`src/rtl/hf_seq_pkg.sv`:
```
package hf_seq_pkg;
  typedef struct packed {
    logic startConv;
    logic capCoarse;
    logic loadMsb;
    logic capFine;
  } hfStrobes_t;

  typedef enum logic [1:0] {
    ST_IDLE,
    ST_COARSE,
    ST_WAITWR,
    ST_FINE
  } hfState_t;
endpackage

```
`src/rtl/hf_therm_encoder.sv`:
```
module hf_therm_encoder #(
  parameter int NIB_BITS = 4,
  localparam int CMP_N = (1 << NIB_BITS) - 1
) (
  input  logic [CMP_N-1:0]    thermo,
  output logic [NIB_BITS-1:0] code,
  output logic                bubble
);
  logic [NIB_BITS-1:0] popCnt;
  logic [NIB_BITS-1:0] topIdx;
  logic [CMP_N-1:0]    gapBit;

  // A gap is an asserted comparator whose lower neighbour is clear
  assign gapBit[0] = 1'b0;
  for (genvar g = 1; g < CMP_N; g++) begin : g_gap
    assign gapBit[g] = thermo[g] & ~thermo[g-1];
  end

  always_comb begin
    popCnt = '0;
    topIdx = '0;
    for (int i = 0; i < CMP_N; i++) begin
      if (thermo[i]) begin
        popCnt = popCnt + 1'b1;
        topIdx = NIB_BITS'(i + 1);
      end
    end
  end

  assign bubble = |gapBit;
  assign code   = bubble ? topIdx : popCnt;
endmodule

```
`src/rtl/hf_seq_ctrl.sv`:
```
module hf_seq_ctrl
  import hf_seq_pkg::*;
#(
  parameter int COARSE_CYCLES = 4,
  parameter int FINE_CYCLES   = 3,
  localparam int MAX_CYC = (COARSE_CYCLES > FINE_CYCLES) ? COARSE_CYCLES : FINE_CYCLES,
  localparam int CNT_W   = $clog2(MAX_CYC + 1)
) (
  input  logic       clk,
  input  logic       rst,
  input  logic       wrN,
  output hfStrobes_t strb,
  output logic       holdEn,
  output logic       doneN,
  output logic       fineSel
);
  hfState_t         state;
  logic [CNT_W-1:0] phaseCnt;
  logic             wrPrev;
  logic             startEv, lastCoarse, lastFine;

  assign startEv    = (state == ST_IDLE) && wrPrev && !wrN;
  assign lastCoarse = (state == ST_COARSE) && (phaseCnt == CNT_W'(COARSE_CYCLES - 1));
  assign lastFine   = (state == ST_FINE) && (phaseCnt == CNT_W'(FINE_CYCLES - 1));

  always_comb begin
    strb.startConv = startEv;
    strb.capCoarse = lastCoarse;
    strb.loadMsb   = (state == ST_WAITWR) && wrN;
    strb.capFine   = lastFine;
  end

  always_ff @(posedge clk) begin
    if (rst) begin
      state    <= ST_IDLE;
      phaseCnt <= '0;
      wrPrev   <= 1'b1;
      holdEn   <= 1'b0;
      doneN    <= 1'b1;
      fineSel  <= 1'b0;
    end else begin
      wrPrev <= wrN;
      unique case (state)
        ST_IDLE: if (startEv) begin
          state    <= ST_COARSE;
          phaseCnt <= '0;
          holdEn   <= 1'b1;
          doneN    <= 1'b1;
        end
        ST_COARSE: begin
          if (lastCoarse) begin
            state    <= ST_WAITWR;
            phaseCnt <= '0;
          end else begin
            phaseCnt <= phaseCnt + 1'b1;
          end
        end
        ST_WAITWR: if (wrN) begin
          state    <= ST_FINE;
          phaseCnt <= '0;
          fineSel  <= 1'b1;
        end
        ST_FINE: begin
          if (lastFine) begin
            state   <= ST_IDLE;
            holdEn  <= 1'b0;
            doneN   <= 1'b0;
            fineSel <= 1'b0;
          end else begin
            phaseCnt <= phaseCnt + 1'b1;
          end
        end
        default: state <= ST_IDLE;
      endcase
    end
  end
endmodule

```
`src/rtl/hf_seq_dp.sv`:
```
module hf_seq_dp
  import hf_seq_pkg::*;
#(
  parameter int NIB_BITS = 4,
  parameter int CHANNELS = 8,
  localparam int CMP_N    = (1 << NIB_BITS) - 1,
  localparam int RES_BITS = 2 * NIB_BITS,
  localparam int ADDR_W   = $clog2(CHANNELS)
) (
  input  logic                clk,
  input  logic                rst,
  input  hfStrobes_t          strb,
  input  logic [CMP_N-1:0]    thermo,
  input  logic [ADDR_W-1:0]   chanAddr,
  output logic [CHANNELS-1:0] chanSel,
  output logic [NIB_BITS-1:0] dacCode,
  output logic [RES_BITS-1:0] result,
  output logic                bubbleErr
);
  logic [NIB_BITS-1:0] encCode;
  logic                encBubble;
  logic [CHANNELS-1:0] selNext;

  hf_therm_encoder #(.NIB_BITS(NIB_BITS)) u_enc (
    .thermo(thermo),
    .code  (encCode),
    .bubble(encBubble)
  );

  for (genvar g = 0; g < CHANNELS; g++) begin : g_dec
    assign selNext[g] = (chanAddr == ADDR_W'(g));
  end

  always_ff @(posedge clk) begin
    if (rst) begin
      chanSel   <= '0;
      dacCode   <= '0;
      result    <= '0;
      bubbleErr <= 1'b0;
    end else begin
      if (strb.startConv) begin
        chanSel   <= selNext;
        bubbleErr <= 1'b0;
      end
      if (strb.capCoarse) begin
        dacCode <= encCode;
        if (encBubble) bubbleErr <= 1'b1;
      end
      if (strb.loadMsb) result[RES_BITS-1:NIB_BITS] <= dacCode;
      if (strb.capFine) begin
        result[NIB_BITS-1:0] <= encCode;
        if (encBubble) bubbleErr <= 1'b1;
      end
    end
  end
endmodule

```
`src/rtl/hf_conv_seq.sv`:
```
module hf_conv_seq
  import hf_seq_pkg::*;
#(
  parameter int NIB_BITS      = 4,
  parameter int CHANNELS      = 8,
  parameter int COARSE_CYCLES = 4,
  parameter int FINE_CYCLES   = 3,
  localparam int CMP_N    = (1 << NIB_BITS) - 1,
  localparam int RES_BITS = 2 * NIB_BITS,
  localparam int ADDR_W   = $clog2(CHANNELS)
) (
  input  logic                clk,
  input  logic                rst,
  input  logic                wrN,
  input  logic [ADDR_W-1:0]   chanAddr,
  input  logic [CMP_N-1:0]    thermo,
  output logic [CHANNELS-1:0] chanSel,
  output logic                fineSel,
  output logic [NIB_BITS-1:0] dacCode,
  output logic                holdEn,
  output logic [RES_BITS-1:0] result,
  output logic                doneN,
  output logic                bubbleErr
);
  hfStrobes_t strb;

  hf_seq_ctrl #(
    .COARSE_CYCLES(COARSE_CYCLES),
    .FINE_CYCLES  (FINE_CYCLES)
  ) u_ctrl (
    .clk    (clk),
    .rst    (rst),
    .wrN    (wrN),
    .strb   (strb),
    .holdEn (holdEn),
    .doneN  (doneN),
    .fineSel(fineSel)
  );

  hf_seq_dp #(
    .NIB_BITS(NIB_BITS),
    .CHANNELS(CHANNELS)
  ) u_dp (
    .clk      (clk),
    .rst      (rst),
    .strb     (strb),
    .thermo   (thermo),
    .chanAddr (chanAddr),
    .chanSel  (chanSel),
    .dacCode  (dacCode),
    .result   (result),
    .bubbleErr(bubbleErr)
  );
endmodule

```
`config.mk`:
```
export PLATFORM = sky130hd
export DESIGN_NAME = hf_conv_seq
export DESIGN_NICKNAME = d
export VERILOG_FILES = /design/src/rtl/hf_seq_pkg.sv /design/src/rtl/hf_therm_encoder.sv /design/src/rtl/hf_seq_ctrl.sv /design/src/rtl/hf_seq_dp.sv /design/src/rtl/hf_conv_seq.sv
export SDC_FILE = /design/constraint.sdc
export NUM_CORES = 1
export LEC_CHECK = 0
export ABC_CLOCK_PERIOD_IN_PS = 11980
export BUFFER_PORTS_ARGS = -buffer_cell sky130_fd_sc_hd__buf_4
export CORE_MARGIN = 3
export CORE_UTILIZATION = 30
export DETAILED_ROUTE_END_ITERATION = 7
export PLACE_DENSITY = 0.52
export SLEW_MARGIN = 0
export SYNTH_ARGS = -nofsm -noshare
export SYNTH_HDL_FRONTEND = slang
export SYNTH_SLANG_ARGS = --single-unit
```
`constraint.sdc`:
```
create_clock -name clk -period 11.98 [get_ports clk]
set_clock_uncertainty 0.05 [all_clocks]
set_input_delay 2.995 -clock clk [delete_from_list [all_inputs] [get_ports clk]]
set_output_delay 2.995 -clock clk [all_outputs]
set_load 0.03 [all_outputs]
```
==> results.md, run 1 <==
- The top flip-flop cell by instance count after synthesis is dfxtp_1.
- The synthesized netlist occupies a cell area of 0.003357 sq mm.
- The critical path contains buffers and inverters numbering 5 combined.
- The total overflow left after global routing is 0.
- The final worst-path setup slack is between 900 and 1000 ps.
- Setup total negative slack on the finished layout was measured at 0 ps.
- The worst setup path is captured at a register.
- The netlist uses just under 70 different library cells.
- After synthesis the netlist holds a flip-flop and latch count of 30.
- Of the total synthesized cell area, the portion taken by AND, OR, NAND and NOR gates is 25.08%.
- The static leakage is 1.641 nW.
- After Yosys synthesis, full adders, half adders and majority gates account for 8.945% of the synthesized area.
- The longest clock path from root to sink contains 2 buffers.
- The post-route DRC violation count is 0.
- The maximum fanout count along the critical path is 8.
- The number of global-route vias before repair is 3118.
- The fraction of final layout cells sized beyond drive strength 1 is 13.28%.
- TritonCTS built the clock tree.
- Post-CTS repair changed the size of 0 cells.
- Max-cap violations in this run came to 0.
- The worst hold path cell count is 2.
- Hold timing on the final database bottoms out at a slack of between 400 and 500 ps.
- The count of nets left with antenna violations once routing finished came out at 0.
- The portion of the post-synthesis area used by sequential elements is 17.89%.
- The post-place setup slack is 683.4 ps.
- For this block, the routed nets add up to 8791 microns of wire.
- The height of the die is ~110 microns.
- The final RePlAce weighted congestion is approximately 0.88.
- The floorplan die width is 111.8 microns.
- The proportion of register bits with asynchronous set or reset after synthesis is 0%.
- The number of primary I/O pins is 45.
- The maximum number of pins on one net before global-route repair is 31.
- The cell with the most instances on the worst path is ha_1.
- The worst reg2reg path endpoint is u_ctrl.phaseCnt[2].
- VDD sags by at most 0.1049 mV.
- The largest single stage delay on the critical path is between 400 and 500 ps.
- Timing would allow up to 90.32 MHz.
- For this configuration, the core starts out at a cell density of 31.67%.
- The critical path is of the in2reg type.
- The number of warnings issued by yosys is 0.
- The number of port buffers is 44.
- The clock network latency to the later pin of the worst-skew pair is 280 ps.
- The capture point of the critical path is u_dp.result[3].
- The first-pass iteration count of the detailed router is 4.
- Multiplexer cells account for 1.826% of the synthesized area.
- The average instance in the mapped netlist occupies around 7.3 sq um.
- The initial antenna violation count is 0.
- The setup fix buffers added after clock tree synthesis is 0.
- The number of diodes is 0.
- The hold violation count in the final report is 0.
- The cell area after layout is 0.003861 sq mm.
- The all-layer global routing usage is between 10% and 20%.
- Summing all flip-flop and latch instances after layout gives ~600 sq um.
- The power per standard cell area is 176.8 mW/mm^2.
- In this run, synthesis inferred 0 flip-flops with an integrated enable.
- The run finished with clean final reports.
- The most common cell after layout, fill and taps aside is nand2_1.
- Setup repair after global routing left no endpoint under its margin.
- The maximum level of the CTS H-tree is 2.
- The required time of the critical path is 12090 ps.
- The tree is rooted in a clkbuf_8.
- The logic depth of the worst path, buffers included is 42.
- Measured against its own limit, the worst slew margin works out to 55.23%.
- The worst setup path startpoint is thermo[0].
- The number of pins with negative max-slew slack in the final report is 0.
- The global-route wire length before repair is 15220 microns.
- Buffers inserted during clock tree synthesis total 5.
- The number of buffers added to fix hold violations after cts is 0.
- The floorplan step defined a die boundary enclosing 0.01249 sq mm.
- After detailed routing, the average wire length per cell comes to 14.22 microns.
- Leaving out fill and tap cells, the most frequent cells in the layout are 55 x nand2_1, 48 x nor2_1, 48 x a21oi_1, 44 x buf_4, 30 x dfxtp_1.
- At the pin with the least slew margin, the transition time is 663.2 ps.
- The number of filler cells placed in the layout is between 1000 and 1500.
- The startpoint type of the worst setup path is a primary input.
- The area growth from synthesis to layout is 15.02%.
- The count of final setup violators is 0.
- The share of the synthesized area in compound gates (AO/OA/AOI/OAI) is 24.41%.
- The post-placement cell area is 0.003749 sq mm.
- The floorplan step defined a core boundary enclosing 0.01060 sq mm.
- The tightest min-delay check is of the reg2reg type.
- The routed layout has around 3200 vias.
- The cell with the largest stage delay on the worst path is xor3_1.
- Detailed placement finished with a half-perimeter wire length of 6842 microns.
- The period utilization is 92.42%.
- The startpoint of the worst register-to-register path is u_ctrl.state[0].
- The combinational family with the most area after synthesis is simple AND/OR/NAND/NOR gates.
- Synthesis produced a netlist whose cell count is 458.
- The layout net count is 527.
- In the routed layout, each cell is associated on average with a via count of 5.201.
- The total number of clock tree sinks is 30.
- The critical path data arrival time is around 11000 ps.
- When the netlist entered floorplanning its net count stood at roughly 500.
- The violation count after the first detailed-routing iteration is between 200 and 250.
- In this run the core area contains 37 standard-cell rows.
- The xor and xnor area share after synthesis is 15.80%.
- After layout, the minimum clock period comes to about 11000 ps.
- The cell class contributing the biggest share of worst-path delay is adder cells.
- After clock tree synthesis, the clock-pin slew on the worst setup and hold paths is about 60 ps.
- The multi-input combinational cells in the finished layout cover a total of 0.002554 sq mm.
- The number of cells on the worst reg-to-reg path is 8.
- The setup slack of the worst register-to-register path is between 9000 and 10000 ps.
-- worst min-delay path: stages (launching register included) --
cell and delay [ps]:
dfxtp_1 310, nand2_1 50, a21oi_1 50
-- metal layers --
layer  routed length (microns)  vias to the layer above  track usage [%]
met3                       253                        8            2.391
li1                          -                     1683                -
met4                        63                        0            2.433
met2                      4086                       49            23.10
met5                         0                        -                0
met1                      4387                     1474            19.93
-- synthesized netlist by cell type (4+ instances only) --
cell type  count  area, sq um
a21oi_1       48        240.2
xor2_1         7        61.31
ha_1          24        300.3
and2_1         6        37.54
nand2b_1       5        31.28
nand3_1       15        75.07
nor2_1        48        180.2
and3_1         4        25.02
or3_1          4        25.02
xnor2_1       25        219.0
o211ai_1       7        52.55
mux2i_1        5        50.05
nand4_1        5        31.28
inv_1         23        86.33
or2_2          6        37.54
o21ai_0       19        95.09
nor3_1        10        50.05
nand2_1       55        206.5
a31oi_1        6        37.54
clkbuf_1      22        82.58
dfxtp_1       30        600.6
xnor3_1        6        135.1
-- cells by family (layout without fill, tap and decap cells) --
| family | Yosys count | count (layout) |
|---|---|---|
| buffers and inverters | 52 | 76 |
| XOR/XNOR | 43 | 43 |
| adder cells (fa/ha/maj) | 24 | 24 |
| AND/OR/NAND/NOR | 177 | 177 |
| flip-flops | 30 | 30 |
| AO/OA/AOI/OAI | 126 | 126 |
| multiplexers | 6 | 6 |
-- sequential cells by signal, indices dropped and copies added (netlist names) --
register         count
u_ctrl.wrPrev        1
u_ctrl.state         2
u_dp.dacCode         4
u_ctrl.doneN         1
u_ctrl.holdEn        1
u_dp.bubbleErr       1
u_ctrl.fineSel       1
u_dp.result          8
u_dp.chanSel         8
u_ctrl.phaseCnt      3
-- per-stage QoR --
stage / cells / utilization (%) / power [mW]
final: 618 / 36.42 / 0.6825
after CTS: 618 / 36.42 / 0.6881
after detailed placement: 611 / 35.36 / 0.5792
after global routing: 618 / 36.42 / 0.7477
after floorplan: 458 / - / 0.4966
after global placement: 611 / 35.36 / 0.5772
-- cell type report --
type,count,share of cell area [%]
inverter,25,2.430
clock buffer,6,2.139
clock inverter,1,0.7777
sequential,30,15.55
timing repair buffer,44,8.555
multi-input combinational,376,66.14
tap,136,4.407
-- report_power, final --
group | leakage, nW | switching (mW) | total [mW] | internal (mW)
clock network | 0.0573 | 0.0363 | 0.103 | 0.0664
registers | 0.243 | 0.00688 | 0.115 | 0.109
logic | 1.34 | 0.250 | 0.464 | 0.214
-- worst min path at each step --
stage | startpoint | to | slack (ps)
detailed placement | u_dp.result[6] | u_dp.result[6] | 400
finish | u_dp.chanSel[6] | u_dp.chanSel[6] | 400
global route | u_dp.result[6] | u_dp.result[6] | 430
CTS | u_dp.chanSel[6] | u_dp.chanSel[6] | 410
floorplan | u_ctrl.phaseCnt[1] | u_ctrl.phaseCnt[1] | 440
global placement | u_dp.chanSel[6] | u_dp.chanSel[6] | 400
Power figures use the tool's default switching activity.
==> run 2, diff against run 1 <==
--- a/config.mk
+++ b/config.mk
@@ -5,6 +5,7 @@
 export SDC_FILE = /design/constraint.sdc
 export NUM_CORES = 1
 export LEC_CHECK = 0
+export ABC_AREA = 1
 export ABC_CLOCK_PERIOD_IN_PS = 11980
 export BUFFER_PORTS_ARGS = -buffer_cell sky130_fd_sc_hd__buf_4
 export CORE_MARGIN = 3
==> run 2 against run 1 <==
Against the previous run:
- synthesized cell count increased by 24%
- die area decreased by 2.2%
- clock power decreased by 29%
- non-clock buffer count unchanged
- via count increased by 6.5%
- register-to-register slack about the same
- critical path depth increased by 6
- final cell count increased by 20%
- sequential power increased by 3%
- routed wire length decreased by 10%
- critical path type unchanged
- critical endpoint is now u_dp.dacCode[1]
==> results.md, run 2 <==
- The flow ran to the end, and the final reports show no timing, DRC or antenna violations.
- In the final layout, the registers with the most flip-flops are u_dp.chanSel: 8 flops, u_dp.result: 8 flops, u_dp.dacCode: 4 flops.
- The largest vdd supply drop is 0.04550 mV (-57%).
- The clock slew seen by the registers of the worst setup and hold paths is 60 ps (about the same).
- The final hold slack is 415.3 ps (+11.41 ps).
- The number of cells on the worst reg-to-reg path came to 10 (+2).
- The post-synthesis cell type count is 31 (-54%).
- The floorplan die width came to 110.6 microns (-1.1%).
- The deepest clock path buffer count was 2 (unchanged).
- The setup slack of the worst register-to-register path was 9800 ps (about the same).
- By area the synthesized netlist is led by nand2_1 22%, dfxtp_1 18%, nand3_1 10%.
- The all-layer global routing usage is 12.93% (-1.3 points).
- The cell with the largest stage delay on the worst path is ha_1.
- The global routing usage on met3 is 1.699% (-0.69 points).
- The clock network latency to the later pin of the worst-skew pair is 270 ps (about the same).
- In the layout the commonest cells are 192 x nand2_1, 80 x inv_1, 66 x nand3_1, 44 x buf_4, 36 x a21oi_1.
- The violation count after the first detailed-routing iteration was 133 (-34%).
- The number of global-route vias before repair came to 3136 (+0.58%).
- The setup fix buffers added after clock tree synthesis is 0 (unchanged).
- Clock tree synthesis selected as its root buffer the cell clkbuf_8.
- The total clock buffers created by CTS is 5 (unchanged).
- The final worst-path setup slack is 3034 ps (+2125 ps).
- The startpoint of the worst register-to-register path is u_ctrl.state[0].
- The layout net count came to 650 (+23%).
- The met1 global-route usage is 18.45% (-1.5 points).
- The flip-flop and latch count after synthesis came to 30 (unchanged).
- The final RePlAce weighted congestion is 0.8292 (-6.1%).
- The met2 global-route usage is 21.00% (-2.1 points).
- The synthesized net count was 612 (+22%).
- The number of port buffers is 44 (unchanged).
- The wire length per cell was 10.64 microns (-25%).
- The multi-input combinational cell area is 0.002285 sq mm (-11%).
- The required time of the critical path is 12100 ps (about the same).
- The delay of the slowest critical-path stage is 380 ps (-100 ps).
- The portion of the post-synthesis area used by sequential elements came to 18.31% (+0.42 points).
- The overall via count from detail_route is 3423 (+6.5%).
- The maximum fanout count along the critical path came to 5 (-3).
- The first-pass iteration count of the detailed router is 4 (unchanged).
- The cell class contributing the biggest share of worst-path delay is simple AND/OR/NAND/NOR gates.
- The number of diodes is 0 (unchanged).
- The number of antenna-violating nets in the routed design is 0 (unchanged).
- The power per standard cell area is 119.4 mW/mm^2 (-32%).
- Among the stages of the critical path, the cell type that occurs most often is nand2_1.
- The post-place setup slack is 2766 ps (+2082 ps).
- The global route total overflow came to 0 (unchanged).
- The number of warnings issued by yosys was 0 (unchanged).
- The fraction of final layout cells sized beyond drive strength 1 is 15.70% (+2.4 points).
- The worst setup path startpoint is thermo[0].
- The summed negative setup slack over all endpoints is 0 ps (unchanged).
- The number of filler cells placed in the layout is 1199 (+8.2%).
- The count of final setup violators is 0 (unchanged).
- met2 is the most crowded layer.
- The height of the die is 110.6 microns (-1.1%).
- The largest area contributor in the synthesized netlist is nand2_1.
- The critical path data arrival time is 9060 ps (-2120 ps).
- The placed wire-length estimate came to 6563 microns (-4.1%).
- The TritonCTS clock tree is done.
- The endpoint kind of the worst setup timing path is a register.
- The period utilization is 74.68% (-18 points).
- The normalized max-slew margin is 40.68% (-15 points).
- The synthesis-to-layout area growth is 15.60%.
- The proportion of register bits with asynchronous set or reset after synthesis is 0% (unchanged).
- The initial standard-cell utilization of the core is 31.36% (-0.31 points).
- The buffers plus inverters on the worst setup path is 7 (+2).
- The worst min-delay path category is reg2reg.
- The detailed-route vias per instance is 4.619 (-11%).
- The hold violation count in the final report was 0 (unchanged).
- The area fraction of the dominant cell type after synthesis is 21.97% (+4.1 points).
- The top flip-flop cell by instance count after synthesis is dfxtp_1.
- The worst setup path is launched from a primary input.
- Leaving out fill and tap cells, the most frequent cell in the layout is nand2_1.
- The maximum number of pins on one net before global-route repair came to 20 (-35%).
- The cell area after synthesis is 0.003281 sq mm (-2.3%).
- The top achievable clock speed is 111.8 MHz (+24%).
- The total wire length after detailed routing is 7887 microns (-10%).
- The number of buffers added to fix hold violations after cts is 0 (unchanged).
- The area of the placeable core came to 0.01046 sq mm (-1.3%).
- The static leakage is 2.113 nW (+29%).
- The type of the worst setup path is in2reg.
- The die area is 0.01223 sq mm (-2.2%).
- The minimum period implied by the final worst setup slack is 8946 ps (-2125 ps).
- The number of primary I/O pins is 45 (unchanged).
- The number of max-cap violations was 0 (unchanged).
- The total number of clock tree sinks is 30 (unchanged).
- The maximum level of the CTS H-tree is 2 (unchanged).
- The worst reg2reg path endpoint is u_ctrl.phaseCnt[1].
- The total area of sequential cells is 600.6 sq um (unchanged).
- The slew at the pin closest to its max-slew limit is 883.0 ps (+219.8 ps).
- The most used standard cell by instance count after synthesis is nand2_1.
- The post-cts resize count is 0 (unchanged).
- The number of enable-type register cells in the synthesized netlist is 0 (unchanged).
- Setup repair after global routing left no endpoint under its margin.
- The post-route DRC violation count is 0 (unchanged).
- The mean area per synthesized cell is 5.786 sq um (-21%).
- The logic depth of the worst path, buffers included was 48 (+14%).
- The site row count is 37 (unchanged).
- The initial antenna violation count is 0 (unchanged).
- The global-route wire length before repair was 13940 microns (-8.4%).
- The commonest cells after synthesis are 192 x nand2_1, 80 x inv_1, 66 x nand3_1, 36 x a21oi_1.
- The number of pins with negative max-slew slack in the final report is 0 (unchanged).
- The capture point of the critical path is u_dp.dacCode[1].
- The number of cells produced by synthesis is 567 (+24%).
## run 2: where the power goes
group | internal, mW | switching [mW] | total, mW
Clock | 0.0399 | 0.0337 | 0.0736
Sequential | 0.112 | 0.00706 | 0.119
Combinational | 0.0896 | 0.171 | 0.260
Total | 0.241 | 0.211 | 0.453
## run 2: worst min-delay path by stage
stage	start	end	slack, ps	cells past startpoint
5_1_grt	u_dp.chanSel[2]	u_dp.chanSel[2]	440	2
3_3_place_gp	u_ctrl.doneN	u_ctrl.doneN	400	2
4_1_cts	u_dp.chanSel[3]	u_dp.chanSel[3]	420	2
2_1_floorplan	u_ctrl.phaseCnt[0]	u_ctrl.phaseCnt[0]	420	2
3_5_place_dp	u_ctrl.doneN	u_ctrl.doneN	410	2
6_report	u_dp.chanSel[5]	u_dp.chanSel[5]	420	2
## run 2: logic make-up (layout without fill, tap and decap cells)
family | Yosys count | after routing | synth area share (%)
simple gates | 345 | 345 | 49.31
fa+ha+maj | 24 | 24 | 9.153
compound gates | 65 | 65 | 10.64
xor+xnor | 2 | 2 | 0.5340
flops | 30 | 30 | 18.31
buf+inv | 101 | 139 | 12.05
## run 2: per-layer routing
| metal | vias up | wire length, microns |
|---|---|---|
| li1 | 1881 | - |
| met1 | 1490 | 4112 |
| met2 | 47 | 3546 |
| met3 | 5 | 193 |
| met4 | 0 | 36 |
| met5 | - | 0 |
## run 2: worst reg2reg max path, delay by kind of cell (launching register included)
family                     cells  cell delay [ps]
DFF                            1              370
adders and majority gates      1              220
buffers and inverters          3              360
AOI/OAI and AO/OA              2              160
and+or+nand+nor                4              900
## run 2: through the flow
stage,total power [mW],util [%],cells,instance area (sq um)
after floorplan,0.3235,-,567,3281
after global placement,0.3788,35.52,734,3716
after detailed placement,0.3801,35.52,734,3716
after CTS,0.4574,36.25,741,3792
after global routing,0.5035,36.25,741,3792
final,0.4528,36.25,741,3792
## run 2: cell type report
cell class | instances | area share [%]
sequential | 30 | 15.84
clock buffer | 7 | 2.013
inverter | 88 | 8.710
tap | 136 | 4.487
timing repair buffer | 44 | 8.710
multi-input combinational | 436 | 60.24
